### config.mk
export PLATFORM = sky130hd
export DESIGN_NAME = dw_frame_validator
export DESIGN_NICKNAME = d
export VERILOG_FILES = /design/src/rtl/dwv_pkg.sv /design/src/rtl/dwv_word_assembler.sv /design/src/rtl/dwv_addr_compare.sv /design/src/rtl/dwv_word_judge.sv /design/src/rtl/dw_frame_validator.sv
export SDC_FILE = /design/constraint.sdc
export NUM_CORES = 1
export LEC_CHECK = 0
export ABC_AREA = 1
export BUFFER_PORTS_ARGS = -buffer_cell sky130_fd_sc_hd__buf_2
export CAP_MARGIN = 30
export CORE_MARGIN = 5
export CORE_UTILIZATION = 61
export DETAILED_ROUTE_END_ITERATION = 7
export GPL_ROUTABILITY_DRIVEN = 0
export PLACE_DENSITY = 0.87
export SLEW_MARGIN = 30
export SYNTH_ARGS = -nofsm -noshare
export SYNTH_HDL_FRONTEND = slang
export SYNTH_SLANG_ARGS = --single-unit
### constraint.sdc
create_clock -name clk -period 2.8 [get_ports clk]
set_clock_uncertainty 0.1 [all_clocks]
set_input_delay 0.56 -clock clk [delete_from_list [all_inputs] [get_ports clk]]
set_output_delay 0.56 -clock clk [all_outputs]
set_load 0.005 [all_outputs]
### src/rtl/dwv_pkg.sv
package dwv_pkg;
  typedef logic [1:0] sym_t;

  localparam sym_t SYM_LOW  = 2'b00;
  localparam sym_t SYM_HIGH = 2'b01;
  localparam sym_t SYM_OPEN = 2'b10;

  // Data decoding: only a hard low is 0; high, open and reserved give 1.
  function automatic logic sym_to_bit(input sym_t s);
    return (s != SYM_LOW);
  endfunction

  // Exact code equality between one received and one local digit.
  function automatic logic digit_equal(input sym_t rx, input sym_t loc);
    return (rx == loc);
  endfunction
endpackage

### src/rtl/dwv_word_assembler.sv
module dwv_word_assembler #(
  parameter int WORD_SYMS = 9
) (
  input  logic                   clk,
  input  logic                   rst_n,
  input  logic                   sym_valid,
  input  logic [1:0]             sym_value,
  input  logic                   word_end,
  input  logic                   tx_end,
  output logic [2*WORD_SYMS-1:0] word_syms,
  output logic                   len_ok
);
  localparam int CNT_MAX = WORD_SYMS + 1;
  localparam int CNT_W   = $clog2(CNT_MAX + 1);

  logic [CNT_W-1:0] sym_cnt;
  logic             restart;

  // A strobe closes the word; a symbol in the same cycle opens the next one.
  assign restart = word_end | tx_end;
  assign len_ok  = (sym_cnt == CNT_W'(WORD_SYMS));

  always_ff @(posedge clk) begin
    if (!rst_n) begin
      sym_cnt <= '0;
    end else if (restart) begin
      sym_cnt <= sym_valid ? CNT_W'(1) : '0;
    end else if (sym_valid && sym_cnt != CNT_W'(CNT_MAX)) begin
      sym_cnt <= sym_cnt + CNT_W'(1);
    end
  end

  for (genvar g = 0; g < WORD_SYMS; g++) begin : g_slot
    logic slot_we;
    assign slot_we = sym_valid &&
                     (restart ? (g == 0) : (sym_cnt == CNT_W'(g)));
    always_ff @(posedge clk) begin
      if (!rst_n) begin
        word_syms[2*g +: 2] <= 2'b00;
      end else if (slot_we) begin
        word_syms[2*g +: 2] <= sym_value;
      end
    end
  end
endmodule

### src/rtl/dwv_addr_compare.sv
module dwv_addr_compare
  import dwv_pkg::*;
#(
  parameter int ADDR_SYMS = 5
) (
  input  logic [2*ADDR_SYMS-1:0] rx_addr,
  input  logic [2*ADDR_SYMS-1:0] local_addr,
  output logic                   addr_hit
);
  logic [ADDR_SYMS-1:0] digit_ok;

  for (genvar g = 0; g < ADDR_SYMS; g++) begin : g_digit
    assign digit_ok[g] = digit_equal(rx_addr[2*g +: 2], local_addr[2*g +: 2]);
  end

  assign addr_hit = &digit_ok;
endmodule

### src/rtl/dwv_word_judge.sv
module dwv_word_judge
  import dwv_pkg::*;
#(
  parameter int DATA_SYMS = 4
) (
  input  logic                   clk,
  input  logic                   rst_n,
  input  logic                   word_end,
  input  logic                   tx_end,
  input  logic                   word_good,
  input  logic [2*DATA_SYMS-1:0] rx_data_syms,
  output logic [DATA_SYMS-1:0]   data_out,
  output logic                   tx_valid
);
  typedef enum logic [1:0] {RUN_NONE, RUN_ONE, RUN_TWO} run_t;

  run_t                 run;
  logic [DATA_SYMS-1:0] held_nib;
  logic [DATA_SYMS-1:0] rx_nib;
  logic                 nib_same;

  for (genvar g = 0; g < DATA_SYMS; g++) begin : g_bit
    assign rx_nib[g] = sym_to_bit(rx_data_syms[2*g +: 2]);
  end

  assign nib_same = (rx_nib == held_nib);

  always_ff @(posedge clk) begin
    if (!rst_n) begin
      run      <= RUN_NONE;
      held_nib <= '0;
      data_out <= '0;
      tx_valid <= 1'b0;
    end else if (tx_end) begin
      run      <= RUN_NONE;
      tx_valid <= 1'b0;
    end else if (word_end) begin
      if (!word_good) begin
        run      <= RUN_NONE;
        tx_valid <= 1'b0;
      end else if (run == RUN_NONE) begin
        run      <= RUN_ONE;
        held_nib <= rx_nib;
      end else if (nib_same) begin
        run      <= RUN_TWO;
        data_out <= rx_nib;
        tx_valid <= 1'b1;
      end else begin
        run      <= RUN_NONE;
        tx_valid <= 1'b0;
      end
    end
  end
endmodule

### src/rtl/dw_frame_validator.sv
module dw_frame_validator #(
  parameter int ADDR_SYMS = 5,
  parameter int DATA_SYMS = 4
) (
  input  logic                   clk,
  input  logic                   rst_n,
  input  logic                   sym_valid,
  input  logic [1:0]             sym_value,
  input  logic                   word_end,
  input  logic                   tx_end,
  input  logic [2*ADDR_SYMS-1:0] local_addr,
  output logic [DATA_SYMS-1:0]   data_out,
  output logic                   tx_valid
);
  localparam int WORD_SYMS = ADDR_SYMS + DATA_SYMS;

  logic [2*WORD_SYMS-1:0] word_syms;
  logic                   len_ok;
  logic                   addr_hit;
  logic                   word_good;
  logic                   word_evt;

  assign word_evt  = word_end & ~tx_end;
  assign word_good = len_ok & addr_hit;

  dwv_word_assembler #(.WORD_SYMS(WORD_SYMS)) i_asm (
    .clk       (clk),
    .rst_n     (rst_n),
    .sym_valid (sym_valid),
    .sym_value (sym_value),
    .word_end  (word_end),
    .tx_end    (tx_end),
    .word_syms (word_syms),
    .len_ok    (len_ok)
  );

  dwv_addr_compare #(.ADDR_SYMS(ADDR_SYMS)) i_cmp (
    .rx_addr    (word_syms[2*ADDR_SYMS-1:0]),
    .local_addr (local_addr),
    .addr_hit   (addr_hit)
  );

  dwv_word_judge #(.DATA_SYMS(DATA_SYMS)) i_judge (
    .clk          (clk),
    .rst_n        (rst_n),
    .word_end     (word_end),
    .tx_end       (tx_end),
    .word_good    (word_good),
    .rx_data_syms (word_syms[2*WORD_SYMS-1:2*ADDR_SYMS]),
    .data_out     (data_out),
    .tx_valid     (tx_valid)
  );
endmodule

# Word level (Yosys, flattened, before mapping)
# Cells that the tools add are included.
# op_classes
muxes,18
n_addsub,1
reduce_logical,22
eq_ne,17
bitwise,5
# op_table
cell,count
$eq A4 B3 Y1 const B,4
$mux W1,13
$eq A2 B2 Y1,5
$logic_and A1 B1 Y1,10
$reduce_and A5 Y1,2
$reduce_bool A2 Y1,5
$eq A4 B2 Y1 const B,2
$eq A4 B4 Y1 const B,2
$mux W4,2
$mux W2,3
$add A4 B1 Y4 const B,1
$eq A4 B1 Y1 const B,1
$eq A4 B4 Y1,1
$logic_not A4 Y1,1
$ne A4 B4 Y1 const B,1
$reduce_and A4 Y1,1
$not A1 Y1,3
$logic_not A2 Y1,1
$ne A2 B2 Y1 const B,1
$reduce_and A2 Y1,1
$reduce_or A2 Y1,1
$and A1 B1 Y1,1
$or A1 B1 Y1,1
# totals
out_inout_bits,5
reg_bits,33

# Longest topological paths before layout
# Gate-level depths: netlist of the first run.
# logic_depth
depth_word,5
mapped_depth,10

# Hierarchy
# A second synthesis of the first run with hierarchy kept.
# unflattened
cells_unflattened,291
area_unflattened_um2,1879.3
# by_module_without_submodules
module,area_per_inst_um2,cells_per_inst,n_inst
dwv_word_assembler,1118.6,158,1
dwv_word_judge,571.8,87,1
dwv_addr_compare,181.4,44,1
dw_frame_validator,7.5,2,1

# Least setup slack after synthesis of the first run
# No wires, ideal clock.
# synth_path
path_type,input-to-reg
start,input port word_end
end,register i_asm.word_syms[2]
setup_time_ns,0.120
path_buffers,0
path_slack_ns,1.166
t_required_ns,2.580
stages,4
t_arrival_ns,1.414
cell_sequence,nor3_1 nand3_1 o21ai_0 a21oi_1
# synth_between
elab_chain_cells,3
# synth_rtl
element,line,source
start: declaration,dw_frame_validator.sv:9,"input logic word_end,"
$or A1 B1 Y1,dwv_word_assembler.sv:20,assign restart = word_end | tx_end;
$mux W1,dwv_word_assembler.sv:36,(restart ? (g == 0) : (sym_cnt == CNT_W'(g)));
$logic_and A1 B1 Y1,dwv_word_assembler.sv:35,assign slot_we = sym_valid &&
end signal: indexed assignment,dwv_word_assembler.sv:41,word_syms[2*g +: 2] <= sym_value;
end: declaration,dwv_word_assembler.sv:10,"output logic [2*WORD_SYMS-1:0] word_syms,"
# Every way passes these cells.
# A chain may end at the register's enable or synchronous reset.

# Final worst setup path of the first run
# layout_path
start,register i_asm.sym_cnt[1]
end,register i_judge.held_nib[1]
# layout_between
elab_chain_cells,3
# layout_rtl
element,line,source
start: declaration,dwv_word_assembler.sv:16,logic [CNT_W-1:0] sym_cnt;
start signal: assignment,dwv_word_assembler.sv:27,sym_cnt <= sym_valid ? CNT_W'(1) : '0;
start signal: assignment,dwv_word_assembler.sv:29,sym_cnt <= sym_cnt + CNT_W'(1);
$eq A4 B4 Y1,dwv_word_assembler.sv:21,assign len_ok = (sym_cnt == CNT_W'(WORD_SYMS));
$and A1 B1 Y1,dw_frame_validator.sv:24,assign word_good = len_ok & addr_hit;
$reduce_and A4 Y1 (no line),n/a,
end signal: assignment,dwv_word_judge.sv:43,held_nib <= rx_nib;
end: declaration,dwv_word_judge.sv:18,logic [DATA_SYMS-1:0] held_nib;
# Every way passes these cells.

==> flow_summary.toml, run 1 <==
[status]
status = "complete, no violations"

[global_route]
grt_pass1_wl_mm = 6.15
antenna_found_initial = 0
grt_remaining_overflow = 0
first_global_vias = 1459
grt_max_degree = 29
track_usage_pct = 19.0

[setup_path]
cp_cell_sequence = "inv_1 > ha_1 > inv_1 > nor2_1 > nand3_1 > nor2_1 > nand4_1 > nand2_1 > nand2_1 > nor2_1"
crit_path_frequent_cell = "nor2_1"
worstPathArrival_ns = 2.03
cpLargestDelayFamily = "simple AND/OR/NAND/NOR gates"
max_stage_delay_ns = 0.38
cp-end-kind = "flop"
critPathMaxFanout = 8
crit_type = "reg2reg"
cp_num_buf_inv = 2
required_ns = 2.98
crit_path_start_kind = "flop"
worst_path_max_delay_cell = "dfxtp_1"

[synth]
syn_area_per_cell_sq_um = 6.43
ys_seq_area_share_pct = 37.6
synthCells = 273
synth-warning-count = 0
netlist_area_sq_um = 1760
ys_ff_latch = 33
yosysUniqueCellTypes = 20
synth_fp_nets = 294

[cells_and_area]
utilization_pct = 71.1
layout_commonest_cell = "nand2_1"
final_cell_mix = "nand2_1, nor2_1, inv_1"
drive_gt1_share_pct = 13.0
syn_to_final_growth_pct = 11.8
final_net_count = 320
diodes = 0

[detailed_routing]
drc = 0
vias = 1659
final_antenna_net_count = 0
wl_per_cell_microns = 10.9
drtIter0Drc = 63
via_per_inst = 5.01
wl_mm = 3.59
drt_pass1_iterations = 4

[clock_tree]
clock-sinks = 33
postCtsHoldBufs = 0
htreeDepth = 2
clockRootBuffer = "clkbuf_4"
cts.repair.resized = 0
post_cts_buffers = 0
numCtsBuffers = 5
clkLatencyLatePin_ns = 0.33
path_clk_slew_ns = 0.10
cts_tree = "done"
cts_max_path_buffers = 2

[sta]
fmax_ghz = 0.543
worst_slew_pin_slew_ns = 0.460
finalSetupViolations = 0
drv_slew = 0
timing.final.crit_share_pct = 65.8
hold_violations = 0
setup_tns_ns = 0
holdWs_ns = 0.355
slew_headroom_pct = 69.3
min_period_ns = 1.84
rsz0062_at_grt = "no"
worst_slack_ns = 0.958

[power_and_ir_drop]
total_power_mw = 0.866
p_leak_nw = 0.966
powerDensity_nw_per_um2 = 441
peakVddDrop_mv = 0.416

[placed_design]
port_buffers = 21
pre_cts_ws_ns = 0.885
post-dp-hpwl_mm = 2.74

[floorplan]
die-width_microns = 63.6
rows = 19
core_sq_um = 2760
initial_core_util_pct = 63.7
dieArea_sq_um = 4050
io_pins = 22
die_h_microns = 63.6

[worst_hold_path]
hp-class = "reg2reg"

[job]
maxCapViolCount = 0
## routing by layer
layer / vias to the layer above / routed length (microns) / share of wire (%) / track usage [%]
li1: 902 / - / - / -
met1: 719 / 1710 / 48 / 23.8
met2: 32 / 1630 / 45 / 29.7
met3: 6 / 198 / 5.5 / 4.97
met4: 0 / 50 / 1.4 / 9.61
met5: - / 0 / 0 / 0
## per-stage QoR
stage | cell area (sq um) | instances
floorplan | 1760 | 273
CTS | 1960 | 331
detailed placement | 1890 | 323
global placement | 1890 | 323
finish | 1960 | 331
global route | 1960 | 331
## state kept, by name, indices dropped and copies added, names as in the netlist
signal	flops
i_asm.word_syms	18
i_asm.sym_cnt	4
i_judge.data_out	4
i_judge.run	2
i_judge.held_nib	4
i_judge.tx_valid	1
## tightest hold or removal path: stages, from the launching register on
cell     delay [ns]
dfxtp_1        0.32
inv_1          0.05
a21oi_1        0.05
## cell usage after synthesis
cell type | number | share of area (%)
a21oi_1 | 17 | 4.8
and3b_1 | 1 | 0.50
buf_4 | 1 | 0.43
clkbuf_1 | 2 | 0.43
dfxtp_1 | 33 | 38
ha_1 | 4 | 2.9
inv_1 | 40 | 8.6
inv_2 | 3 | 0.64
nand2_1 | 62 | 13
nand2_2 | 1 | 0.36
nand3_1 | 15 | 4.3
nand4_1 | 6 | 2.1
nor2_1 | 52 | 11
nor2_2 | 2 | 0.71
nor2_4 | 3 | 1.9
nor3_1 | 1 | 0.28
o21ai_0 | 22 | 6.3
o21ai_1 | 1 | 0.28
xnor2_1 | 5 | 2.5
xor2_1 | 2 | 1.0
## worst paths after layout
kind	from	to	slack, ns	depth (start not counted)
max	i_asm.sym_cnt[1]	i_judge.held_nib[1]	0.96	10
min	i_asm.word_syms[15]	i_asm.word_syms[15]	0.36	2
max reg2reg	i_asm.sym_cnt[1]	i_judge.held_nib[1]	0.96	10
min reg2reg	i_asm.word_syms[15]	i_asm.word_syms[15]	0.36	2
## layout make-up
type                            instances  area [sq um]
Inverter                               43           161
Tap cell                               31          38.8
Clock buffer                            7          65.1
Sequential cell                        33           661
Clock inverter                          1          5.00
Multi-Input combinational cell        194           918
Fill cell                             255           796
Timing Repair Buffer                   22           113
## power by group
group / leakage [nW] / switching, mW / total, mW / internal, mW
combinational: 0.658 / 0.0491 / 0.0787 / 0.0295
clock: 0.0413 / 0.164 / 0.309 / 0.145
sequential: 0.267 / 0.00418 / 0.478 / 0.474
total: 0.966 / 0.217 / 0.866 / 0.649
## kinds of logic (layout without fill, tap and decap cells)
group | count (synthesis) | count (layout) | share of synthesized area, %
AOI/OAI and AO/OA | 40 | 40 | 11.4
adders and majority gates | 4 | 4 | 2.85
DFF | 33 | 33 | 37.6
and+or+nand+nor | 143 | 143 | 34.6
buffers and inverters | 46 | 73 | 10.0
xor gates and xnor gates | 7 | 7 | 3.49
(Power assumes the default switching activity.)
==> inputs of run 2 (changes only) <==
--- a/config.mk
+++ b/config.mk
@@ -5,14 +5,14 @@
 export SDC_FILE = /design/constraint.sdc
 export NUM_CORES = 1
 export LEC_CHECK = 0
-export ABC_AREA = 1
+export ABC_AREA = 0
 export BUFFER_PORTS_ARGS = -buffer_cell sky130_fd_sc_hd__buf_2
 export CAP_MARGIN = 30
 export CORE_MARGIN = 5
-export CORE_UTILIZATION = 61
+export CORE_UTILIZATION = 56
 export DETAILED_ROUTE_END_ITERATION = 7
 export GPL_ROUTABILITY_DRIVEN = 0
-export PLACE_DENSITY = 0.87
+export PLACE_DENSITY = 0.82
 export SLEW_MARGIN = 30
 export SYNTH_ARGS = -nofsm -noshare
 export SYNTH_HDL_FRONTEND = slang
==> constraint.sdc (replaced) <==
create_clock -name clk -period 1.7 [get_ports clk]
set_clock_uncertainty 0.1 [all_clocks]
set_input_delay 0.34 -clock clk [delete_from_list [all_inputs] [get_ports clk]]
set_output_delay 0.34 -clock clk [all_outputs]
set_load 0.005 [all_outputs]
==> flow_summary.toml, run 2 <==
[synth]
ys_top_cells_by_count = "nand2_1, dfxtp_1, a21boi_1"
ys_ff_latch = 33
synth-warning-count = 0
netlist_area_sq_um = 1630
syn_area_per_cell_sq_um = 8.70
yosysUniqueCellTypes = 28
synth-edff-count = 0
synth_fp_nets = 208
yosysTopAreaCell = "dfxtp_1"
async_reset_ff_share_pct = 0
ys_seq_area_share_pct = 40.6
ys_top_cells_by_area = "dfxtp_1, mux2i_1, nand2_1"
yosysTopAreaCellShare_pct = 40.6
synthFlopType = "dfxtp_1"
synth.most_common_cell = "nand2_1"
synthCells = 187

[power_and_ir_drop]
p_leak_nw = 0.777
peakVddDrop_mv = 0.582
total_power_mw = 1.32
powerDensity_nw_per_um2 = 688

[floorplan]
initial_core_util_pct = 58.5
dieArea_sq_um = 4090
die_h_microns = 63.9
rows = 19
core_sq_um = 2780
die-width_microns = 63.9
io_pins = 22

[sta]
finalSetupViolations = 9
worst_slew_pin_slew_ns = 0.428
slew_headroom_pct = 71.5
rsz0062_at_grt = "yes"
min_period_ns = 1.74
drv_slew = 0
worst_slack_ns = -0.0433
timing.final.crit_share_pct = 103
hold_violations = 0
fmax_ghz = 0.574

[cells_and_area]
largest_reg_flops = 18
regArea_sq_um = 663
multi_input_area_sq_um = 961
layout_commonest_cell = "nand2_1"
final_cell_mix = "nand2_1, dfxtp_1, buf_2"
syn_to_final_growth_pct = 18.1
stdcell_count = 252
drive_gt1_share_pct = 23.5
fillers = 229
final_net_count = 241
diodes = 0
top_register = "i_asm.word_syms"

[setup_path]
required_ns = 1.82
r2r-start = "i_asm.sym_cnt[1]"
cp-end-kind = "flop"
rr_worst_depth = 7
worstPathArrival_ns = 1.86
critPathMaxFanout = 6
reg2reg_slack_ns = -0.04
crit_type = "reg2reg"
reg2reg_to = "i_judge.data_out[3]"
crit_path_start_kind = "flop"

[global_route]
grt_pass1_wl_mm = 6.18
grt_max_degree = 29
antenna_found_initial = 0
track_usage_pct = 19.2
grt_remaining_overflow = 0
first_global_vias = 1416

[clock_tree]
path_clk_slew_ns = 0.09
postCtsHoldBufs = 0
htreeDepth = 2
cts_max_path_buffers = 2
clkLatencyLatePin_ns = 0.33
clockRootBuffer = "clkbuf_4"
clock-sinks = 33
numCtsBuffers = 5
cts_tree = "done"

[status]
violations = "setup timing"
status = "finished with violations"

[detailed_routing]
wl_per_cell_microns = 14.5
drt_pass1_iterations = 4
drtIter0Drc = 71
final_antenna_net_count = 0
drc = 0
via_per_inst = 5.69
wl_mm = 3.66
vias = 1433

[worst_hold_path]
hold_depth = 3
min_to = "i_asm.word_syms[11]"
hp-class = "in2reg"
hold_start = "sym_value[1]"

[placed_design]
post-dp-hpwl_mm = 2.75
pre_cts_ws_ns = -0.103
port_buffers = 21
dp_cells = 242

[job]
maxCapViolCount = 0
[run 2: final cells by class]
type                       count  share of cell area (%)
clock buffer                   8                    2.54
multi-input combinational    144                    50.0
inverter                       2                   0.391
sequential                    33                    34.5
tap                           31                    2.02
timing repair buffer          34                    10.5
[run 2: worst max-delay path by stage]
stage,from,to
3_5_place_dp,i_asm.sym_cnt[1],i_judge.run[1]
5_1_grt,i_asm.sym_cnt[1],i_judge.data_out[3]
4_1_cts,i_asm.sym_cnt[1],i_judge.data_out[3]
3_3_place_gp,tx_end,i_judge.data_out[3]
2_1_floorplan,i_asm.sym_cnt[0],i_judge.data_out[0]
6_report,i_asm.sym_cnt[1],i_judge.data_out[3]
[run 2: power breakdown]
part	switching (mW)	internal, mW
clock	0.248	0.165
combinational	0.0672	0.0585
sequential	0.00512	0.779
[run 2: cells by family (layout without fill, tap and decap cells)]
kind of cell | after synthesis | in the layout | synth area share [%]
xor gates and xnor gates | 14 | 14 | 7.53
muxes | 13 | 13 | 7.99
adders and majority gates | 4 | 4 | 3.07
DFF | 33 | 33 | 40.6
and+or+nand+nor | 83 | 83 | 26.4
AOI/OAI and AO/OA | 30 | 30 | 12.0
buffers and inverters | 10 | 44 | 2.38
[run 2: what timing repair did]
action	4_1_cts	5_1_grt
endpoints found under the setup margin	11	14
resized for setup	4	4
pin swaps	4	2
endpoints found under the hold margin	0	0
setup buffers	2	0
[run 2: critical path: stages (launching register included)]
cell and delay, ns:
dfxtp_2 0.34, inv_2 0.08, ha_4 0.13, and4bb_1 0.20, nand4_1 0.16, nor3_4 0.25, nand4_4 0.20, mux2i_1 0.17
[run 2: stage by stage]
| stage | hold WS [ns] | setup TNS, ns | utilization [%] | area [sq um] |
|---|---|---|---|---|
| 2_1_floorplan | 0.331 | 0 | - | 1640 |
| 3_5_place_dp | 0.361 | -0.835 | 66.0 | 1840 |
| 4_1_cts | 0.237 | -0.111 | 68.5 | 1910 |
| 5_1_grt | 0.249 | -1.28 | 69.1 | 1920 |
| 6_report | 0.250 | -0.242 | 69.1 | 1920 |
| 3_3_place_gp | 0.344 | -0.122 | 66.0 | 1840 |
[run 2: metal layers]
| layer | routed length, microns | global-route usage (%) |
|---|---|---|
| met1 | 1490 | 23.2 |
| met4 | 57 | 9.09 |
| met3 | 227 | 4.55 |
| met5 | 0 | 0 |
| met2 | 1880 | 31.8 |
==> inputs of run 3 (changes only) <==
--- a/config.mk
+++ b/config.mk
@@ -13,7 +13,8 @@
 export DETAILED_ROUTE_END_ITERATION = 7
 export GPL_ROUTABILITY_DRIVEN = 0
 export PLACE_DENSITY = 0.82
-export SLEW_MARGIN = 30
+export RECOVER_POWER = 50
+export SLEW_MARGIN = 20
 export SYNTH_ARGS = -nofsm -noshare
 export SYNTH_HDL_FRONTEND = slang
 export SYNTH_SLANG_ARGS = --single-unit
==> flow_summary.toml, run 3 (synthesis gave the netlist of run 2 again) <==
[status]
status = "finished with violations"
violations = "setup timing"

[setup_path]
crit_type = "reg2reg"
reg2reg_to = "i_judge.data_out[3]"
critPathMaxFanout = 6
rr_worst_depth = 7
r2r-start = "i_asm.sym_cnt[1]"
worstPathArrival_ns = 1.86
crit_path_start_kind = "flop"
required_ns = 1.82
cp-end-kind = "flop"
reg2reg_slack_ns = -0.04

[sta]
min_period_ns = 1.74
setup_tns_ns = -0.252
rsz0062_at_grt = "yes"
fmax_ghz = 0.573
finalSetupViolations = 9
drv_slew = 0
hold_violations = 0
slew_headroom_pct = 66.7
worst_slew_pin_slew_ns = 0.500
timing.final.crit_share_pct = 103
worst_slack_ns = -0.0447

[cells_and_area]
final_area_sq_um = 1910
drive_gt1_share_pct = 22.6
diodes = 0
stdcell_count = 252
largest_reg_flops = 18
fillers = 232
multi_input_area_sq_um = 961
syn_to_final_growth_pct = 17.6
regArea_sq_um = 663
final_net_count = 241
top_register = "i_asm.word_syms"
layout_commonest_cell = "nand2_1"
final_cell_mix = "nand2_1, dfxtp_1, buf_2"

[global_route]
first_global_vias = 1416
grt_remaining_overflow = 0
track_usage_pct = 19.2
antenna_found_initial = 0
grt_pass1_wl_mm = 6.18
grt_max_degree = 29

[power_and_ir_drop]
powerDensity_nw_per_um2 = 691
total_power_mw = 1.32
peakVddDrop_mv = 0.582
p_leak_nw = 0.768

[clock_tree]
cts_tree = "done"
path_clk_slew_ns = 0.09
clkLatencyLatePin_ns = 0.34
cts_max_path_buffers = 2
htreeDepth = 2
numCtsBuffers = 5
clockRootBuffer = "clkbuf_4"
postCtsHoldBufs = 0
clock-sinks = 33

[worst_hold_path]
min_to = "i_asm.word_syms[11]"
hp-class = "in2reg"
hold_start = "sym_value[1]"
hold_depth = 3

[detailed_routing]
wl_mm = 3.65
drtIter0Drc = 71
drc = 0
wl_per_cell_microns = 14.5
drt_pass1_iterations = 4
via_per_inst = 5.71
final_antenna_net_count = 0
vias = 1439

[floorplan]
io_pins = 22
initial_core_util_pct = 58.5
core_sq_um = 2780
rows = 19
die-width_microns = 63.9
dieArea_sq_um = 4090
die_h_microns = 63.9

[placed_design]
port_buffers = 21
dp_cells = 242
post-dp-hpwl_mm = 2.75
placed_cell_area_sq_um = 1840

[job]
maxCapViolCount = 0
## run 3: changes by cell type in the layout (fill, tap and decap cells not counted), sizes merged
| cell | delta |
|---|---|
| buf | -3 |
| clkbuf | +3 |
## run 3: repair_timing
item / CTS / global route
setup endpoints to repair: 11 / 14
setup buffers: 2 / 0
pin swaps: 4 / 2
gates cloned: 0 / 0
endpoints found under the hold margin: 0 / 0
resized for setup: 4 / 4
## run 3: per-layer routing
metal  part of all wire [%]  track usage, %
met2                     51            31.8
met1                     40            23.2
met4                    1.3            9.09
met3                    7.0            4.55
met5                      0               0
## run 3: how the worst max path moves through the flow
stage,depth (start not counted),end,startpoint
2_1_floorplan,6,i_judge.data_out[0],i_asm.sym_cnt[0]
3_3_place_gp,6,i_judge.data_out[3],tx_end
3_5_place_dp,7,i_judge.run[1],i_asm.sym_cnt[1]
4_1_cts,7,i_judge.data_out[3],i_asm.sym_cnt[1]
5_1_grt,7,i_judge.data_out[3],i_asm.sym_cnt[1]
6_report,7,i_judge.data_out[3],i_asm.sym_cnt[1]
## run 3: layout make-up
class / instances / area share [%]
clock buffer: 8 / 2.55
inverter: 2 / 0.392
sequential: 33 / 34.6
timing repair buffer: 34 / 10.2
multi-input combinational: 144 / 50.2
tap: 31 / 2.03
## run 3: report_power, final
group          internal [mW]  total [mW]  switching (mW)
registers              0.779       0.784         0.00502
logic                 0.0586       0.126          0.0674
clock network          0.165       0.413           0.248
## run 3: critical path, cell delays in order (launching register included)
cell	delay [ns]
dfxtp_2	0.34
inv_2	0.08
ha_4	0.13
and4bb_1	0.20
nand4_1	0.16
nor3_4	0.25
nand4_4	0.20
mux2i_1	0.17
## run 3: metrics by stage
stage	hold slack, ns	util (%)	setup slack, ns
6_report	0.248	68.8	-0.0447
5_1_grt	0.249	68.8	-0.153
4_1_cts	0.237	68.5	-0.0341
3_5_place_dp	0.361	66.0	-0.103
3_3_place_gp	0.344	66.0	-0.0172
2_1_floorplan	0.331	-	0.00250
